--- config.mk ---
export PLATFORM = sky130hd
export DESIGN_NAME = lane_turn_ctrl
export DESIGN_NICKNAME = d
export VERILOG_FILES = /design/src/rtl/lane_turn_pkg.sv /design/src/rtl/lane_turn_dpath.sv /design/src/rtl/lane_turn_fsm.sv /design/src/rtl/lane_turn_ctrl.sv
export SDC_FILE = /design/constraint.sdc
export NUM_CORES = 1
export LEC_CHECK = 0
export BUFFER_PORTS_ARGS = -buffer_cell sky130_fd_sc_hd__buf_2
export CELL_PAD_IN_SITES_DETAIL_PLACEMENT = 1
export CELL_PAD_IN_SITES_GLOBAL_PLACEMENT = 2
export CORE_ASPECT_RATIO = 1.4
export CORE_MARGIN = 3
export CORE_UTILIZATION = 38
export DETAILED_ROUTE_END_ITERATION = 10
export PLACE_DENSITY_LB_ADDON = 0.08
export SLEW_MARGIN = 20
export SYNTH_ARGS = -nofsm -noshare
export SYNTH_HDL_FRONTEND = slang
export SYNTH_SLANG_ARGS = --single-unit
--- constraint.sdc ---
create_clock -name clk -period 4.6 [get_ports clk]
set_input_delay 0.92 -clock clk [delete_from_list [all_inputs] [get_ports clk]]
set_output_delay 0.92 -clock clk [all_outputs]
set_load 0.1 [all_outputs]
--- src/rtl/lane_turn_pkg.sv ---
package lane_turn_pkg;

  // Line levels as {Dp, Dn}
  localparam logic [1:0] LVL_11 = 2'b11;
  localparam logic [1:0] LVL_10 = 2'b10;
  localparam logic [1:0] LVL_01 = 2'b01;
  localparam logic [1:0] LVL_00 = 2'b00;

  typedef enum logic [3:0] {
    S_OWN_IDLE,
    S_REQ_HI,
    S_REQ_LO,
    S_PASS_HI,
    S_PASS_LO,
    S_LISTEN,
    S_CONFIRM,
    S_RX_IDLE,
    S_SEEN_HI,
    S_SEEN_LO,
    S_SEEN_HI2,
    S_CLAIM_WAIT,
    S_CLAIM_LO,
    S_CLAIM_HI
  } turnState_t;

  typedef enum logic [2:0] {
    TM_HOLD,
    TM_RELEASE,
    TM_CLAIM_WAIT,
    TM_CLAIM_DRIVE,
    TM_ACK_WAIT
  } tmrSel_t;

  typedef struct packed {
    logic       drvEn;
    logic [1:0] drvLvl;
    logic       tmrLoad;
    tmrSel_t    tmrSel;
  } ctrlStrb_t;

endpackage

--- src/rtl/lane_turn_dpath.sv ---
module lane_turn_dpath
  import lane_turn_pkg::*;
#(
  parameter int SYNC_STAGES     = 1,
  parameter int HOLD_CYC        = 4,
  parameter int RELEASE_CYC     = 16,
  parameter int CLAIM_WAIT_CYC  = 6,
  parameter int CLAIM_DRIVE_CYC = 20,
  parameter int ACK_TIMEOUT_CYC = 64
) (
  input  logic       clk,
  input  logic       rstN,
  input  ctrlStrb_t  strb,
  input  logic       lineDpIn,
  input  logic       lineDnIn,
  output logic [1:0] lineQ,
  output logic       tmrDone,
  output logic       lineDpOut,
  output logic       lineDnOut,
  output logic       lineDrvEn
);

  function automatic int maxOf(input int a, input int b);
    return (a > b) ? a : b;
  endfunction

  localparam int MAX_LEN = maxOf(maxOf(maxOf(HOLD_CYC, RELEASE_CYC),
                                       maxOf(CLAIM_WAIT_CYC, CLAIM_DRIVE_CYC)),
                                 ACK_TIMEOUT_CYC);
  localparam int CNT_W   = $clog2(MAX_LEN + 1);

  localparam logic [CNT_W-1:0] HOLD_M1    = CNT_W'(HOLD_CYC - 1);
  localparam logic [CNT_W-1:0] RELEASE_M1 = CNT_W'(RELEASE_CYC - 1);
  localparam logic [CNT_W-1:0] CWAIT_M1   = CNT_W'(CLAIM_WAIT_CYC - 1);
  localparam logic [CNT_W-1:0] CDRIVE_M1  = CNT_W'(CLAIM_DRIVE_CYC - 1);
  localparam logic [CNT_W-1:0] TIMEOUT_M1 = CNT_W'(ACK_TIMEOUT_CYC - 1);
  localparam logic [CNT_W-1:0] MAX_M1     = CNT_W'(MAX_LEN - 1);

  // Input sampling pipeline
  logic [SYNC_STAGES-1:0][1:0] samplePipe;

  always_ff @(posedge clk or negedge rstN) begin
    if (!rstN) begin
      samplePipe <= {SYNC_STAGES{LVL_11}};
    end else begin
      samplePipe[0] <= {lineDpIn, lineDnIn};
      for (int i = 1; i < SYNC_STAGES; i++) begin
        samplePipe[i] <= samplePipe[i-1];
      end
    end
  end

  assign lineQ = samplePipe[SYNC_STAGES-1];

  // Shared interval timer
  logic [CNT_W-1:0] tmrCnt;
  logic [CNT_W-1:0] loadVal;

  always_comb begin
    unique case (strb.tmrSel)
      TM_HOLD:        loadVal = HOLD_M1;
      TM_RELEASE:     loadVal = RELEASE_M1;
      TM_CLAIM_WAIT:  loadVal = CWAIT_M1;
      TM_CLAIM_DRIVE: loadVal = CDRIVE_M1;
      TM_ACK_WAIT:    loadVal = TIMEOUT_M1;
      default:        loadVal = HOLD_M1;
    endcase
  end

  always_ff @(posedge clk or negedge rstN) begin
    if (!rstN) begin
      tmrCnt <= '0;
    end else if (strb.tmrLoad) begin
      tmrCnt <= loadVal;
    end else if (tmrCnt != '0) begin
      tmrCnt <= tmrCnt - 1'b1;
    end
  end

  assign tmrDone = (tmrCnt == '0);

  AST_TMR_IN_RANGE: assert property (@(posedge clk) disable iff (!rstN)
    tmrCnt <= MAX_M1);

  // Line drivers
  assign lineDrvEn = strb.drvEn;
  assign lineDpOut = strb.drvEn & strb.drvLvl[1];
  assign lineDnOut = strb.drvEn & strb.drvLvl[0];

  AST_UNDRIVEN_LOW: assert property (@(posedge clk) disable iff (!rstN)
    !lineDrvEn |-> (!lineDpOut && !lineDnOut));

endmodule

--- src/rtl/lane_turn_fsm.sv ---
module lane_turn_fsm
  import lane_turn_pkg::*;
#(
  parameter bit START_TX = 1'b1
) (
  input  logic       clk,
  input  logic       rstN,
  input  logic       taReq,
  input  logic [1:0] lineQ,
  input  logic       tmrDone,
  output ctrlStrb_t  strb,
  output logic       dirTx,
  output logic       taDone,
  output logic       taErr
);

  localparam turnState_t RESET_STATE = START_TX ? S_OWN_IDLE : S_RX_IDLE;

  turnState_t state;
  turnState_t nxt;

  always_comb begin
    nxt = state;
    unique case (state)
      S_OWN_IDLE:   if (taReq)              nxt = S_REQ_HI;
      S_REQ_HI:     if (tmrDone)            nxt = S_REQ_LO;
      S_REQ_LO:     if (tmrDone)            nxt = S_PASS_HI;
      S_PASS_HI:    if (tmrDone)            nxt = S_PASS_LO;
      S_PASS_LO:    if (tmrDone)            nxt = S_LISTEN;
      S_LISTEN: begin
        if (lineQ == LVL_10)                nxt = S_CONFIRM;
        else if (tmrDone)                   nxt = S_RX_IDLE;
      end
      S_CONFIRM:    if (lineQ == LVL_11)    nxt = S_RX_IDLE;
      S_RX_IDLE:    if (lineQ == LVL_10)    nxt = S_SEEN_HI;
      S_SEEN_HI: begin
        if (lineQ == LVL_11)                nxt = S_RX_IDLE;
        else if (lineQ == LVL_00)           nxt = S_SEEN_LO;
      end
      S_SEEN_LO: begin
        if (lineQ == LVL_11)                nxt = S_RX_IDLE;
        else if (lineQ == LVL_10)           nxt = S_SEEN_HI2;
      end
      S_SEEN_HI2: begin
        if (lineQ == LVL_11)                nxt = S_RX_IDLE;
        else if (lineQ == LVL_00)           nxt = S_CLAIM_WAIT;
      end
      S_CLAIM_WAIT: begin
        if (lineQ == LVL_11)                nxt = S_RX_IDLE;
        else if (tmrDone)                   nxt = S_CLAIM_LO;
      end
      S_CLAIM_LO:   if (tmrDone)            nxt = S_CLAIM_HI;
      S_CLAIM_HI:   if (tmrDone)            nxt = S_OWN_IDLE;
      default:                              nxt = RESET_STATE;
    endcase
  end

  logic winDone;
  logic loseDone;
  logic ackTimeout;

  assign winDone    = (state == S_CLAIM_HI) && (nxt == S_OWN_IDLE);
  assign loseDone   = (state == S_CONFIRM)  && (nxt == S_RX_IDLE);
  assign ackTimeout = (state == S_LISTEN)   && (nxt == S_RX_IDLE);

  // Strobes to the datapath
  always_comb begin
    strb.drvEn   = 1'b0;
    strb.drvLvl  = LVL_00;
    unique case (state)
      S_OWN_IDLE: begin strb.drvEn = 1'b1; strb.drvLvl = LVL_11; end
      S_REQ_HI, S_PASS_HI, S_CLAIM_HI: begin
        strb.drvEn = 1'b1; strb.drvLvl = LVL_10;
      end
      S_REQ_LO, S_PASS_LO, S_CLAIM_LO: begin
        strb.drvEn = 1'b1; strb.drvLvl = LVL_00;
      end
      default: begin strb.drvEn = 1'b0; strb.drvLvl = LVL_00; end
    endcase

    strb.tmrLoad = (nxt != state);
    unique case (nxt)
      S_REQ_HI, S_REQ_LO, S_PASS_HI, S_CLAIM_HI: strb.tmrSel = TM_HOLD;
      S_PASS_LO:    strb.tmrSel = TM_RELEASE;
      S_LISTEN:     strb.tmrSel = TM_ACK_WAIT;
      S_CLAIM_WAIT: strb.tmrSel = TM_CLAIM_WAIT;
      S_CLAIM_LO:   strb.tmrSel = TM_CLAIM_DRIVE;
      default:      strb.tmrSel = TM_HOLD;
    endcase
  end

  always_ff @(posedge clk or negedge rstN) begin
    if (!rstN) begin
      state  <= RESET_STATE;
      dirTx  <= START_TX;
      taDone <= 1'b0;
      taErr  <= 1'b0;
    end else begin
      state  <= nxt;
      taDone <= winDone | loseDone;
      taErr  <= ackTimeout;
      if (winDone)                    dirTx <= 1'b1;
      else if (loseDone | ackTimeout) dirTx <= 1'b0;
    end
  end

  AST_DONE_PULSE: assert property (@(posedge clk) disable iff (!rstN)
    taDone |=> !taDone);

  AST_DIR_ON_EVENT: assert property (@(posedge clk) disable iff (!rstN)
    (!taDone && !taErr) |-> (dirTx == $past(dirTx)));

  AST_IDLE_OWNER: assert property (@(posedge clk) disable iff (!rstN)
    (state == S_OWN_IDLE) |-> dirTx);

  AST_ERR_RELEASED: assert property (@(posedge clk) disable iff (!rstN)
    taErr |-> (!strb.drvEn && !dirTx));

  AST_RESP_LEVELS: assert property (@(posedge clk) disable iff (!rstN)
    (strb.drvEn && !dirTx) |-> (strb.drvLvl != LVL_11 && strb.drvLvl != LVL_01));

endmodule

--- src/rtl/lane_turn_ctrl.sv ---
module lane_turn_ctrl
  import lane_turn_pkg::*;
#(
  parameter bit START_TX        = 1'b1,
  parameter int SYNC_STAGES     = 1,
  parameter int HOLD_CYC        = 4,
  parameter int RELEASE_CYC     = 16,
  parameter int CLAIM_WAIT_CYC  = 6,
  parameter int CLAIM_DRIVE_CYC = 20,
  parameter int ACK_TIMEOUT_CYC = 64
) (
  input  logic clk,
  input  logic rstN,
  input  logic taReq,
  input  logic lineDpIn,
  input  logic lineDnIn,
  output logic lineDpOut,
  output logic lineDnOut,
  output logic lineDrvEn,
  output logic dirTx,
  output logic taDone,
  output logic taErr
);

  ctrlStrb_t  strb;
  logic [1:0] lineQ;
  logic       tmrDone;

  lane_turn_fsm #(
    .START_TX (START_TX)
  ) u_fsm (
    .clk     (clk),
    .rstN    (rstN),
    .taReq   (taReq),
    .lineQ   (lineQ),
    .tmrDone (tmrDone),
    .strb    (strb),
    .dirTx   (dirTx),
    .taDone  (taDone),
    .taErr   (taErr)
  );

  lane_turn_dpath #(
    .SYNC_STAGES     (SYNC_STAGES),
    .HOLD_CYC        (HOLD_CYC),
    .RELEASE_CYC     (RELEASE_CYC),
    .CLAIM_WAIT_CYC  (CLAIM_WAIT_CYC),
    .CLAIM_DRIVE_CYC (CLAIM_DRIVE_CYC),
    .ACK_TIMEOUT_CYC (ACK_TIMEOUT_CYC)
  ) u_dpath (
    .clk       (clk),
    .rstN      (rstN),
    .strb      (strb),
    .lineDpIn  (lineDpIn),
    .lineDnIn  (lineDnIn),
    .lineQ     (lineQ),
    .tmrDone   (tmrDone),
    .lineDpOut (lineDpOut),
    .lineDnOut (lineDnOut),
    .lineDrvEn (lineDrvEn)
  );

endmodule

==> results.cfg, run 1 <==
[clocking]
cts.sinks = 16
cts_max_path_buffers = 2
cts_buffers = 3
htreeDepth = 1
cts-resized-gates = 0
postCtsSetupRepairBufs = 0
clk_pin_slew_worst_paths_ns = 0.07
insertion_delay_ns = 0.26
cts_tree = done
cts_hold_buf = 0
clock-root-buffer = clkbuf_8

[sta]
tightest_slew_ns = 0.666
timing.hold.ws_ns = 0.496
setup_viol = 0
rsz0062_at_grt = no
tns_ns = 0
skew_ns = 0.0113
hold_viol = 0
worst_slack_ns = 1.24
period_minus_slack_ns = 3.36
fin_crit_sh_pct = 73.1
max_slew_margin_pct = 55.3
drv_slew = 0
max_freq_mhz = 298

[yosys]
ys_top_cells_by_area = dfrtp_1, dfstp_2, nand2_1, o21ai_0, mux2_4
synth-seq-cells = 16
synth_top_area_cell = dfrtp_1
synth_edf_count = 0
synth-seq-area-share_pct = 33.9
synth.most_common_cell = nand2_1
syn_area_um2 = 1190
yosys_warnings = 0
ys.flop_type = dfrtp_1
syn-num-nets = 145
async_flop_share_pct = 100
netlist_instances = 139
synth_cell_types = 39
synth_area_per_cell_um2 = 8.59
synth_top_area_share_pct = 27.3
synth.top_cells.by_count = nand2_1, dfrtp_1, o21ai_0

[global_route]
antenna_found_initial = 0
gr-total-overflow = 0
grt_pass1_wl_um = 5320
grt_use_total_pct = 19.3
grt_max_degree = 20
grt_pass1_vias = 1044

[placed_design]
placed_area_um2 = 1240
placed_cells = 177
dp_slack_ns = 1.23
dp_hpwl_um = 2490
place.port_buffers = 10
place.gp.congestion = 0.811

[layout]
final_layout_size_suffix_gt1_share_pct = 19.4
num_antenna_cells = 0
utilization_pct = 44.2
syn2layout_area_growth_pct = 8.60
fin_area_um2 = 1300
fillers = 360
instances_no_fill = 181
num-nets-final = 151

[worst_hold_path]
hp-class = reg -> reg

[floorplan]
die_h_um = 72.3
pin_count = 11
die_area_um2 = 3860
start_util_pct = 40.7
rows = 23
die_width_um = 53.4
placeableCoreArea_um2 = 2940

[routing]
wl_um = 3250
firstDrtPassIters = 4
drc = 0
num_vias = 1035
wl_per_cell_um = 17.9
drt_iter0_drc = 27
vias_per_cell = 5.72
drtAntennaViolNets = 0

[pwr]
clkPwrFrac_pct = 46.3
pwr-share-seq_pct = 51.3
ir_drop_v = 0.000211
p_sw_mw = 0.0614
p_sw_share_pct = 21.7
p_comb_share_pct = 2.4
total_power_mw = 0.283
p_leak_nw = 0.543
p_int_mw = 0.221
p_per_area_nw_per_um2 = 218

[setup_path]
worstPathCellList = inv_1 -> ha_1 -> or4b_4 -> or3_1 -> and3_4 -> nor4_4 -> a211o_1 -> a32o_1 -> mux2_4
start_kind = register
worstPathMaxFanout = 8
slowest_stage = or4b_4
slowest_delay_ns = 0.50
cp-end-kind = register
critPathRequiredTime_ns = 4.75
critPathBufInv = 1
crit_type = reg -> reg
worst_ep_arrival_time_ns = 3.51
crit_family = simple AND/OR/NAND/NOR gates

[run]
drv_cap = 0

[run_status]
status = finished clean
[cells by family after synthesis]
kind of cell    share of synthesized area, %
compound gates                          21.4
xor+xnor                                5.14
fa+ha+maj                               1.05
buf+inv                                 6.29
flops                                   33.9
mux                                     5.45
simple gates                            26.8
[worst paths after layout]
check	slack (ns)	start	to	depth (start not counted)
setup / recovery	1.24	u_dpath.tmrCnt[0]$_DFFE_PN0P_	u_dpath.tmrCnt[5]$_DFFE_PN0P_	9
hold / removal	0.50	u_fsm.dirTx$_DFFE_PN1P_	u_fsm.dirTx$_DFFE_PN1P_	2
setup reg to reg	1.24	u_dpath.tmrCnt[0]$_DFFE_PN0P_	u_dpath.tmrCnt[5]$_DFFE_PN0P_	9
hold reg to reg	0.50	u_fsm.dirTx$_DFFE_PN1P_	u_fsm.dirTx$_DFFE_PN1P_	2
max in group asynchronous	3.73	rstN	u_fsm.dirTx$_DFFE_PN1P_	1
min in group asynchronous	0.55	rstN	u_dpath.tmrCnt[0]$_DFFE_PN0P_	1
[sequential cells by signal, indices dropped and copies added, names as in the netlist]
| name | cells |
|---|---|
| u_dpath.lineQ | 2 |
| u_dpath.tmrCnt | 7 |
| u_fsm.taDone | 1 |
| u_fsm.state | 4 |
| u_fsm.taErr | 1 |
| u_fsm.dirTx | 1 |
[worst min-delay path, delay by kind of cell, from the launching register on]
family,cells,cell delay (ns)
compound gates,1,0.07
simple gates,1,0.06
flops,1,0.36
[layer usage]
metal  global-route usage, %  share of wire [%]
met5                       0                  0
met4                    7.67                2.1
met3                    3.08                2.1
met2                    32.6                 53
met1                    24.0                 43
[power by group through the flow]
stage | clock network [mW] | registers, mW | logic (mW)
global placement | 0 | 0.148 | 0.00678
detailed placement | 0 | 0.147 | 0.00714
global route | 0.139 | 0.145 | 0.00782
floorplan | 0 | 0.146 | 0.00330
finish | 0.131 | 0.145 | 0.00688
CTS | 0.131 | 0.145 | 0.00716
[placed cells by master (no fill, tap or decap), drive strengths merged, types with 2 or more instances in the layout]
cell type   n
a211o       3
dfstp       3
a31oi       2
o21ai      11
dfrtp      13
mux2        3
nand2b      5
nor2        9
o32ai       2
and2        2
nor3        8
mux2i       2
or3         2
nand3       8
xnor2       2
inv         7
a21boi      3
nand2      16
buf        10
o2bb2ai     2
a211oi      2
and3        2
clkbuf      4
or2         3
a21oi       5
xor2        5
[final cells by class]
cell class                 instances  area [um2]  share of cell area (%)
multi-input combinational        107         714                    55.1
sequential                        16         404                    31.2
clock buffer                       4        55.1                    4.25
timing repair buffer              10        50.0                    3.86
tap                               37        46.3                    3.57
inverter                           7        26.3                    2.03
Note: power is estimated with default switching activity, not from simulation.
==> run 2, diff against run 1 <==
--- a/config.mk
+++ b/config.mk
@@ -10,7 +10,7 @@
 export CELL_PAD_IN_SITES_GLOBAL_PLACEMENT = 2
 export CORE_ASPECT_RATIO = 1.4
 export CORE_MARGIN = 3
-export CORE_UTILIZATION = 38
+export CORE_UTILIZATION = 35
 export DETAILED_ROUTE_END_ITERATION = 10
 export PLACE_DENSITY_LB_ADDON = 0.08
 export SLEW_MARGIN = 20
==> constraint.sdc (replaced) <==
create_clock -name clk -period 3.11 [get_ports clk]
set_input_delay 0.622 -clock clk [delete_from_list [all_inputs] [get_ports clk]]
set_output_delay 0.622 -clock clk [all_outputs]
set_load 0.1 [all_outputs]
==> results.cfg, run 2 (synthesis results as in run 1) <==
[pwr]
p_leak_nw = 0.594
total_power_mw = 0.408
p_per_area_nw_per_um2 = 297
ir_drop_v = 0.000267

[routing]
num_vias = 1070
drc = 0
drtAntennaViolNets = 0
wl_per_cell_um = 17.2
drt_iter0_drc = 24
vias_per_cell = 5.60
wl_um = 3290
firstDrtPassIters = 4

[setup_path]
crit_type = reg -> reg
start_kind = register
worst_ep_arrival_time_ns = 3.12
critPathRequiredTime_ns = 3.25
cp-end-kind = register
worstPathMaxFanout = 5

[layout]
final_layout_size_suffix_gt1_share_pct = 26.3
instances_no_fill = 191
multi_input_area_um2 = 728
largest_reg_flops = 7
fillers = 398
syn2layout_area_growth_pct = 15.0
num-nets-final = 159
layout_commonest_cell = nand2_1
largest-register = u_dpath.tmrCnt
seq_area_um2 = 404
layout_common_cells = nand2_1, dfrtp_1, o21ai_0
num_antenna_cells = 0
utilization_pct = 43.1

[global_route]
antenna_found_initial = 0
grt_max_degree = 19
gr-total-overflow = 0
grt_pass1_vias = 1122
grt_pass1_wl_um = 5620
grt_use_total_pct = 17.2

[sta]
rsz0062_at_grt = no
setup_viol = 0
tns_ns = 0
skew_ns = 0.00377
max_slew_margin_pct = 56.4
drv_slew = 0
period_minus_slack_ns = 2.98
fin_crit_sh_pct = 95.7
hold_viol = 0
max_freq_mhz = 336
tightest_slew_ns = 0.653

[placed_design]
dp_hpwl_um = 2560
place.gp.congestion = 0.800
place.port_buffers = 10
placed_cells = 187

[clocking]
cts_buffers = 3
cts_hold_buf = 0
clock-root-buffer = clkbuf_8
postCtsSetupRepairBufs = 0
cts_max_path_buffers = 2
clk_pin_slew_worst_paths_ns = 0.06
cts-resized-gates = 0
cts_tree = done
cts.sinks = 16
htreeDepth = 1
insertion_delay_ns = 0.25

[floorplan]
die_h_um = 75.1
start_util_pct = 37.5
placeableCoreArea_um2 = 3180
pin_count = 11
die_area_um2 = 4160
rows = 24
die_width_um = 55.4

[run_status]
status = finished clean

[worst_hold_path]
hp-class = in -> async

[run]
drv_cap = 0
-- run 2: changes by cell type in the layout (fill, tap and decap cells not counted), sizes merged --
cell  change
buf       +8
-- run 2: final cells by class --
class / instances / area share, %
sequential: 16 / 29.4
inverter: 7 / 1.91
tap: 39 / 3.56
clock buffer: 4 / 4.01
timing repair buffer: 18 / 8.02
multi-input combinational: 107 / 53.1
-- run 2: path summary, 6_finish.rpt --
path | slack [ns] | from | depth (start not counted) | end
min | 0.28 | rstN | 1 | u_dpath.tmrCnt[6]$_DFFE_PN0P_
max in group asynchronous | 2.52 | rstN | 1 | u_fsm.dirTx$_DFFE_PN1P_
min reg2reg | 0.50 | u_fsm.dirTx$_DFFE_PN1P_ | 2 | u_fsm.dirTx$_DFFE_PN1P_
max | 0.13 | u_dpath.tmrCnt[1]$_DFFE_PN0P_ | 9 | u_dpath.tmrCnt[1]$_DFFE_PN0P_
max reg2reg | 0.13 | u_dpath.tmrCnt[1]$_DFFE_PN0P_ | 9 | u_dpath.tmrCnt[1]$_DFFE_PN0P_
min in group clk | 0.47 | lineDpIn | 1 | u_dpath.lineQ[1]$_DFF_PN1_
-- run 2: report_power, final --
| group | leakage (nW) | switching [mW] | internal (mW) | total [mW] |
|---|---|---|---|---|
| registers | 0.194 | 0.00372 | 0.211 | 0.215 |
| logic | 0.371 | 0.00657 | 0.00362 | 0.0102 |
| clock network | 0.0288 | 0.0713 | 0.112 | 0.184 |
| total | 0.594 | 0.0815 | 0.327 | 0.408 |
-- run 2: metal layers --
metal / up-vias / GRT usage (%) / share of wire, %
met2: 8 / 32.9 / 54
met3: 4 / 2.23 / 1.5
met1: 542 / 19.6 / 44
met5: - / 0 / 0
li1: 516 / - / -
met4: 0 / 5.95 / 0.85
-- run 2: critical path, stage by stage, from the launching register on --
cell and delay [ns]:
dfrtp_1 0.41, inv_1 0.08, ha_2 0.19, or4b_4 0.49, or3_4 0.37, a2111oi_4 0.33, nor4_4 0.11, a211o_1 0.25
a32o_2 0.32, mux2_4 0.31
-- run 2: stage by stage --
stage          instance area (um2)  worst slack [ns]  hold WS [ns]
3_5_place_dp                  1310            0.0340         0.495
2_1_floorplan                 1200            0.0866         0.326
3_3_place_gp                  1310             0.115         0.487
6_report                      1370             0.132         0.278
5_1_grt                       1370           0.00867         0.292
4_1_cts                       1360            0.0204         0.289
